[src/rtl/exc_arb_pkg.sv]
package exc_arb_pkg;
  localparam int unsigned N_EXC   = 5;
  localparam int unsigned N_LATCH = 2;

  typedef enum logic [2:0] {
    EXC_NONE   = 3'd0,
    EXC_RESET  = 3'd1,
    EXC_TRACE  = 3'd2,
    EXC_DTRANS = 3'd3,
    EXC_IRQ    = 3'd4,
    EXC_TRAP   = 3'd5
  } exc_e;

  typedef enum logic [1:0] {
    CLS_NORMAL = 2'd0,
    CLS_RTE    = 2'd1,
    CLS_CCR    = 2'd2,
    CLS_EXC    = 2'd3
  } cls_e;

  function automatic exc_e onehot_to_type(input logic [N_EXC-1:0] oh);
    exc_e t;
    t = EXC_NONE;
    for (int i = N_EXC - 1; i >= 0; i--)
      if (oh[i]) t = exc_e'(i + 1);
    return t;
  endfunction
endpackage

[src/rtl/exc_rst_sync.sv]
module exc_rst_sync #(
  parameter int unsigned STAGES = 2
) (
  input  logic clk_i,
  input  logic rst_ni,
  input  logic pin_n_i,
  input  logic wdt_i,
  output logic hold_o,
  output logic req_o
);
  logic [STAGES-1:0] sync_q;
  logic              res_s;
  logic              res_q;

  always_ff @(posedge clk_i or negedge rst_ni) begin
    if (!rst_ni) begin
      sync_q <= '0;
      res_q  <= 1'b0;
    end else begin
      sync_q <= {sync_q[STAGES-2:0], pin_n_i};
      res_q  <= res_s;
    end
  end

  assign res_s  = sync_q[STAGES-1];
  assign hold_o = ~res_s;
  // rising edge of released pin, or watchdog outside hold
  assign req_o  = res_s & (~res_q | wdt_i);

  p_edge_r2: assert property (@(posedge clk_i) disable iff (!rst_ni)
    $fell(hold_o) |-> req_o);
endmodule

[src/rtl/exc_pend_bank.sv]
module exc_pend_bank #(
  parameter int unsigned N = 2
) (
  input  logic         clk_i,
  input  logic         rst_ni,
  input  logic [N-1:0] set_i,
  input  logic [N-1:0] clr_i,
  input  logic         flush_i,
  output logic [N-1:0] pend_o
);
  logic [N-1:0] pend_q;

  for (genvar i = 0; i < N; i++) begin : g_bit
    always_ff @(posedge clk_i or negedge rst_ni) begin
      if (!rst_ni)        pend_q[i] <= 1'b0;
      else if (flush_i)   pend_q[i] <= 1'b0;
      else if (clr_i[i])  pend_q[i] <= 1'b0;
      else                pend_q[i] <= pend_q[i] | set_i[i];
    end

    p_keep_r10: assert property (@(posedge clk_i) disable iff (!rst_ni)
      pend_q[i] && !clr_i[i] && !flush_i |=> pend_q[i]);
  end

  // a pulse arriving in the boundary cycle is already eligible
  assign pend_o = pend_q | set_i;
endmodule

[src/rtl/exc_prio_sel.sv]
module exc_prio_sel #(
  parameter int unsigned N = 4
) (
  input  logic         en_i,
  input  logic [N-1:0] req_i,
  output logic [N-1:0] gnt_o
);
  logic [N:0] taken;

  assign taken[0] = 1'b0;
  for (genvar i = 0; i < N; i++) begin : g_chain
    assign gnt_o[i]   = en_i & req_i[i] & ~taken[i];
    assign taken[i+1] = taken[i] | req_i[i];
  end
endmodule

[src/rtl/exc_prio_arb.sv]
module exc_prio_arb
  import exc_arb_pkg::*;
#(
  parameter logic [1:0]  TRACE_MODE  = 2'd2,
  parameter int unsigned SYNC_STAGES = 2
) (
  input  logic             clk_i,
  input  logic             rst_ni,
  input  logic             res_n_i,
  input  logic             wdt_ovf_i,
  input  logic             trace_en_i,
  input  logic [1:0]       ctl_mode_i,
  input  logic             dtrans_req_i,
  input  logic             irq_pend_i,
  input  logic             trap_req_i,
  input  logic             boundary_i,
  input  logic [1:0]       cls_i,
  output logic [N_EXC-1:0] exc_start_o,
  output logic [2:0]       exc_type_o,
  output logic             hold_rst_o
);
  localparam int unsigned N_BND = N_EXC - 1;

  logic               hold, rst_req, run, bnd_ok;
  logic [N_LATCH-1:0] pend, clr;
  logic [N_BND-1:0]   bnd_req, bnd_gnt;
  logic               trace_ok, irq_ok;
  logic               aft_rst_q;
  logic [N_EXC-1:0]   start_d, start_q;
  exc_e               type_q;

  exc_rst_sync #(.STAGES(SYNC_STAGES)) u_sync (
    .clk_i   (clk_i),
    .rst_ni  (rst_ni),
    .pin_n_i (res_n_i),
    .wdt_i   (wdt_ovf_i),
    .hold_o  (hold),
    .req_o   (rst_req)
  );

  assign run    = ~hold & ~rst_req;
  assign bnd_ok = run & boundary_i;

  // latched sources: bit0 direct transition, bit1 trap
  exc_pend_bank #(.N(N_LATCH)) u_pend (
    .clk_i   (clk_i),
    .rst_ni  (rst_ni),
    .set_i   ({trap_req_i, dtrans_req_i}),
    .clr_i   (clr),
    .flush_i (~run),
    .pend_o  (pend)
  );

  assign trace_ok = trace_en_i & (ctl_mode_i == TRACE_MODE) & (cls_e'(cls_i) != CLS_RTE);
  assign irq_ok   = irq_pend_i & (cls_e'(cls_i) != CLS_CCR) & ~aft_rst_q;

  // rank order: trace, direct transition, interrupt, trap
  assign bnd_req = {pend[1], irq_ok, pend[0], trace_ok};

  exc_prio_sel #(.N(N_BND)) u_sel (
    .en_i  (bnd_ok),
    .req_i (bnd_req),
    .gnt_o (bnd_gnt)
  );

  assign clr     = {bnd_gnt[3], bnd_gnt[1]};
  assign start_d = rst_req ? N_EXC'(1) : {bnd_gnt, 1'b0};

  always_ff @(posedge clk_i or negedge rst_ni) begin
    if (!rst_ni) begin
      start_q   <= '0;
      type_q    <= EXC_NONE;
      aft_rst_q <= 1'b1;
    end else begin
      start_q <= start_d;
      type_q  <= onehot_to_type(start_d);
      if (rst_req)     aft_rst_q <= 1'b1;
      else if (bnd_ok) aft_rst_q <= 1'b0;
    end
  end

  assign exc_start_o = start_q;
  assign exc_type_o  = type_q;
  assign hold_rst_o  = hold;

  p_onehot_r1: assert property (@(posedge clk_i) disable iff (!rst_ni)
    $onehot0(exc_start_o));

  p_hold_quiet_r2: assert property (@(posedge clk_i) disable iff (!rst_ni)
    hold_rst_o && $past(hold_rst_o) |-> exc_start_o == '0);

  p_wdt_r3: assert property (@(posedge clk_i) disable iff (!rst_ni)
    wdt_ovf_i && !hold_rst_o |=> exc_type_o == EXC_RESET);

  p_trace_mode_r5: assert property (@(posedge clk_i) disable iff (!rst_ni)
    exc_type_o == EXC_TRACE |-> $past(ctl_mode_i) == TRACE_MODE);

  p_trace_rte_r6: assert property (@(posedge clk_i) disable iff (!rst_ni)
    exc_type_o == EXC_TRACE |-> $past(cls_i) != CLS_RTE);

  p_at_bnd_r7: assert property (@(posedge clk_i) disable iff (!rst_ni)
    (exc_type_o != EXC_NONE && exc_type_o != EXC_RESET) |-> $past(boundary_i));

  p_irq_ccr_r8: assert property (@(posedge clk_i) disable iff (!rst_ni)
    exc_type_o == EXC_IRQ |-> $past(cls_i) != CLS_CCR);
endmodule

[config.mk]
export PLATFORM = sky130hd
export DESIGN_NAME = exc_prio_arb
export DESIGN_NICKNAME = d
export VERILOG_FILES = /design/src/rtl/exc_arb_pkg.sv /design/src/rtl/exc_rst_sync.sv /design/src/rtl/exc_pend_bank.sv /design/src/rtl/exc_prio_sel.sv /design/src/rtl/exc_prio_arb.sv
export SDC_FILE = /design/constraint.sdc
export NUM_CORES = 1
export LEC_CHECK = 0
export ABC_AREA = 1
export CORE_MARGIN = 1
export CORE_UTILIZATION = 40
export DETAILED_ROUTE_END_ITERATION = 8
export HOLD_SLACK_MARGIN = 0.12
export PLACE_DENSITY = 0.85
export SYNTH_ARGS = -nofsm -noshare
export SYNTH_HDL_FRONTEND = slang
export SYNTH_SLANG_ARGS = --single-unit
[constraint.sdc]
create_clock -name clk_i -period 1.1 [get_ports clk_i]
set_input_delay 0.165 -clock clk_i [delete_from_list [all_inputs] [get_ports clk_i]]
set_output_delay 0.165 -clock clk_i [all_outputs]
set_load 0.02 [all_outputs]
Yosys cells after proc, flatten, opt, wreduce, memory -nomap -nowiden. Cells that the tools add are included.

Muxes and demuxes: 12. Equal/unequal tests: 3. Reductions and logical operators: 1. Bitwise logic cells: 27.

Operators with widths (count): $mux W3 (5); $and A1 B1 Y1 (14); $not A1 Y1 (7); $mux W1 (6); $mux W5 (1); $or A1 B1 Y1 (5); $eq A2 B2 Y1 const B (1); $ne A2 B1 Y1 const B (1); $ne A2 B2 Y1 const B (1); $or A2 B2 Y2 (1); $reduce_bool A2 Y1 (1).

Input port bits: 13. Register bits after elaboration: 14. Output and inout port bits: 9. Word-level logic and storage cells: 50.

Longest topological paths before layout.
Word-level depth: 14. Gate-level depth with buffers: 7. Depth with buffers taken out: 7.

By module. Synthesis repeated with hierarchy kept, for this count alone.

Cell total of the unflattened synthesis: 69. Area, all modules: 599.3 µm².

Modules (own cells, without submodules): exc_prio_arb (area each 366.6 µm², instances 1, cells an instance 39); exc_pend_bank (area each 91.3 µm², instances 1, cells an instance 13); exc_rst_sync (area each 91.3 µm², instances 1, cells an instance 6); exc_prio_sel (area each 50.0 µm², instances 1, cells an instance 11).

Worst setup path before layout. Ideal clock, no wire load.

Path kind: register to register. From: register aft_rst_q. To: register u_pend.pend_q[1]. Arrival time: 0.842 ns. Setup slack: 0.143 ns. Stages on the path, launching flop included: 6. Data required time: 0.984 ns. Clock period less this slack: 0.957 ns. Path buffers: 0. Setup time: 0.116 ns. Cells stage by stage: dfstp_2 -> nor2_1 -> nand2_1 -> nand3_1 -> nor2_2 -> nor2_2.

Cells in the longest elaborated chain, start to end: 7.

RTL lines: start: declaration (RTL line exc_prio_arb.sv:28) `logic aft_rst_q;`; start signal: assignment (RTL line exc_prio_arb.sv:73) `aft_rst_q <= 1'b1;`; start signal: assignment (RTL line exc_prio_arb.sv:77) `if (rst_req) aft_rst_q <= 1'b1;`; start signal: assignment (RTL line exc_prio_arb.sv:78) `else if (bnd_ok) aft_rst_q <= 1'b0;`; $not A1 Y1 (RTL line exc_prio_arb.sv:55) `assign irq_ok = irq_pend_i & (cls_e'(cls_i) != CLS_CCR) & ~aft_rst_q;`; $and A1 B1 Y1 (RTL line exc_prio_arb.sv:55); $or A1 B1 Y1 (RTL line exc_prio_sel.sv:13) `assign taken[i+1] = taken[i] | req_i[i];`; $not A1 Y1 (RTL line exc_prio_sel.sv:12) `assign gnt_o[i] = en_i & req_i[i] & ~taken[i];`; $and A1 B1 Y1 (RTL line exc_prio_sel.sv:12); $mux W1 (RTL line exc_pend_bank.sv:17) `else if (clr_i[i]) pend_q[i] <= 1'b0;`; $mux W1 (RTL line exc_pend_bank.sv:16) `else if (flush_i) pend_q[i] <= 1'b0;`; end signal: indexed assignment (RTL line exc_pend_bank.sv:18) `else pend_q[i] <= pend_q[i] | set_i[i];`; end: declaration (RTL line exc_pend_bank.sv:11) `logic [N-1:0] pend_q;`.

Every way passes these cells. A chain may end at the register's enable or synchronous reset.

Worst setup path after layout.
From: register u_sync.sync_q[1]. To: register u_pend.pend_q[1].

Cells in the longest elaborated chain, start to end: 8.

RTL lines: start: declaration (RTL line exc_rst_sync.sv:11) `logic [STAGES-1:0] sync_q;`; start signal: assignment (RTL line exc_rst_sync.sv:20) `sync_q <= {sync_q[STAGES-2:0], pin_n_i};`; $and A1 B1 Y1 (RTL line exc_rst_sync.sv:28) `assign req_o = res_s & (~res_q | wdt_i);`; $not A1 Y1 (RTL line exc_prio_arb.sv:41) `assign run = ~hold & ~rst_req;`; $and A1 B1 Y1 * (RTL line exc_prio_arb.sv:41); $and A1 B1 Y1 (RTL line exc_prio_arb.sv:42) `assign bnd_ok = run & boundary_i;`; $and A1 B1 Y1 (2 in a row) (RTL line exc_prio_sel.sv:12); $mux W1 (RTL line exc_pend_bank.sv:17); $mux W1 * (RTL line exc_pend_bank.sv:16).

Every way passes the cells marked *; elsewhere a longest branch is shown, timed or not.

==> summary.md <==
| Metric | Value |
|---|---|
| Antenna cells | `0` |
| Area grow syn2layout | `59.13%` |
| 1st-iter DRT viols | `9` |
| RSZ-0062 raised after global routing | `yes` |
| Drt pass-1 iters | `4` |
| Leakage | `around 0.47 nW` |
| Share of cells above drive strength 1 | `32.61%` |
| Clk_lat worst skew | `280 ps` |
| Worst slack, placed | `-191.0 ps` |
| Tmin final | `1147 ps` |
| Slowest cell delay on critical path | `between 300 and 400 ps` |
| Grt ovf | `0` |
| Detail Placement HPWL | `923 um` |
| Worst Skew | `4.331 ps` |
| Final instance area | `872.1 um2` |
| Hold Path Class | `in -> async` |
| Sequential element share of the synthesized area | `64.16%` |
| Clock Path Buffers | `2` |
| Initial Util | `46.20%` |
| Failing checks | `negative setup slack` |
| Buf+Inv Stages, Crit Path | `1` |
| Placed Area | `813.3 um2` |
| Syn Nets | `73` |
| H-tree depth | `1` |
| Max IR drop VDD | `0.9595 mV` |
| Initial antenna violation count | `0` |
| Slowest cell on crit path | `dfrtp_1` |
| Placed cell count | `100` |
| Synth warnings | `0` |
| Critical path class | `reg -> reg` |
| Die X | `39.02 um` |
| Relative slew slack | `between 80% and 90%` |
| Number of global-route vias before repair | `485` |
| Drt drc | `0` |
| Synth Cell Area | `around 550 um2` |
| Req. time, crit path | `approximately 1300 ps` |
| Die Height | `39.02 um` |
| Commonest cells after routing, fill and taps aside | `inv_1 (13), dfrtp_1 (13), clkdlybuf4s50_1 (12)` |
| Nets | `106` |
| First-pass GRT wire length | `1.897 mm` |
| I/O Pins | `22` |
| Hold buffers post-CTS | `0` |
| Core Region | `1186 um2` |
| IO Port Bufs | `21` |
| Reg clk slew, reported paths | `around 90 ps` |
| Hold Violations, Final | `0` |
| Gr usage total | `about a fifth` |
| Status | `complete, but fails checks` |
| Worst Setup End Kind | `flip-flop` |
| Seq cells post-synth | `14` |
| CTS Sinks | `14` |
| Via count | `503` |
| Total Wirelength | `about 1.3 mm` |
| CTS tree | `yes` |
| Final setup viols | `1` |
| Cells after synthesis | `60` |
| Row Count | `12` |
| CP Data Arrival Time | `approximately 1300 ps` |
| Synth unique cells | `10` |
| Placer Congestion | `between 0.8 and 0.9` |
| Slew Limit Fails | `0` |
| Die area | `1522 um2` |
| Startpoint types | `flip-flop` |
| WL per Instance | `12.10 um` |
| Crit-path cells | `buf_4 > nand3_2 > nor2_4 > nand3_2 > nor2_2 > nor2_2` |
| CTS Root Buffer Type | `clkbuf_4` |
| TritonCTS buffer count | `3` |
| Final worst-path cycle share | `104.3%` |
| Crit-path max FO | `3` |
| Via density | `4.745` |
| Max-cap violations | `0` |
| Routed Antenna Nets | `0` |
| Syn Area/Cell | `9.134 um2` |
| Final worst slack | `-47.38 ps` |
| Fmax | `0.8716 GHz` |
| Worst-margin pin slew | `211.9 ps` |
| WHS | `~180 ps` |
| Largest net degree at the start of global routing | `15` |
| Pwr per Cell Area | `1218 nW/um2` |
| Final Non-Filler Cells | `106` |
| CP top delay family | `simple AND/OR/NAND/NOR gates` |
==> synthesized netlist by cell type <==
cell type	n	area, um2
a21oi_1	2	10.01
dfrtp_1	13	325.3
dfstp_2	1	26.28
inv_1	13	48.80
nand2_1	12	45.04
nand3_1	5	25.02
nand4_1	2	12.51
nor2_1	8	30.03
nor2_2	3	18.77
or2_1	1	6.260
==> cells by family after synthesis <==
kind of cell    after synthesis  synth area share [%]
simple gates                 31                 25.11
flops                        14                 64.16
buf+inv                      13                 8.905
compound gates                2                 1.827
==> what timing repair did <==
action	in CTS	in global routing
resized for setup	24	11
setup endpoints to repair	9	8
pin swaps	0	8
buffers inserted	0	2
endpoints found under the hold margin	0	0
==> routing by layer <==
layer  routed length (um)  up-vias  track usage [%]
met5                    0        -                0
met4                   29        0            16.38
met3                   66        5            4.046
met2                  695       23            36.25
met1                  492      232            18.59
li1                     -      243                -
==> metrics by stage <==
stage               total power [mW]  TNS, ps  utilization [%]
floorplan                     0.5984        0                -
global placement              0.6880   -981.9            68.57
detailed placement            0.6958    -1275            68.57
CTS                            1.056        0            71.62
global route                   1.114   -270.7            73.52
finish                         1.063   -47.38            73.52
==> flip-flops by register name (all words and copies together) (netlist names) <==
register / count
aft_rst_q: 1
u_pend.pend_q: 2
exc_type_o: 3
u_sync.sync_q: 2
exc_start_o: 5
u_sync.res_q: 1
==> power by group <==
part           switching [mW]  internal [mW]
Clock                   0.169          0.202
Sequential            0.00781          0.533
Combinational          0.0741         0.0773
==> final timing paths <==
check                      slack (ps)               end        startpoint  depth (start not counted)
setup / recovery                  -50  u_pend.pend_q[1]  u_sync.sync_q[1]                          6
min in group clk_i                340  u_sync.sync_q[0]           res_n_i                          1
hold reg to reg                   380  u_sync.sync_q[1]  u_sync.sync_q[0]                          0
max in group asynchronous         680         aft_rst_q            rst_ni                          2
hold / removal                    180     exc_type_o[2]            rst_ni                          2
setup reg to reg                  -50  u_pend.pend_q[1]  u_sync.sync_q[1]                          6
==> final cells by class <==
type | instances | area (um2)
Inverter | 13 | 48.80
Fill cell | 101 | 314.1
Multi-Input combinational cell | 33 | 175.2
Tap cell | 14 | 17.52
Clock buffer | 4 | 36.28
Timing Repair Buffer | 28 | 242.7
Sequential cell | 14 | 351.6
(Power assumes the default switching activity.)
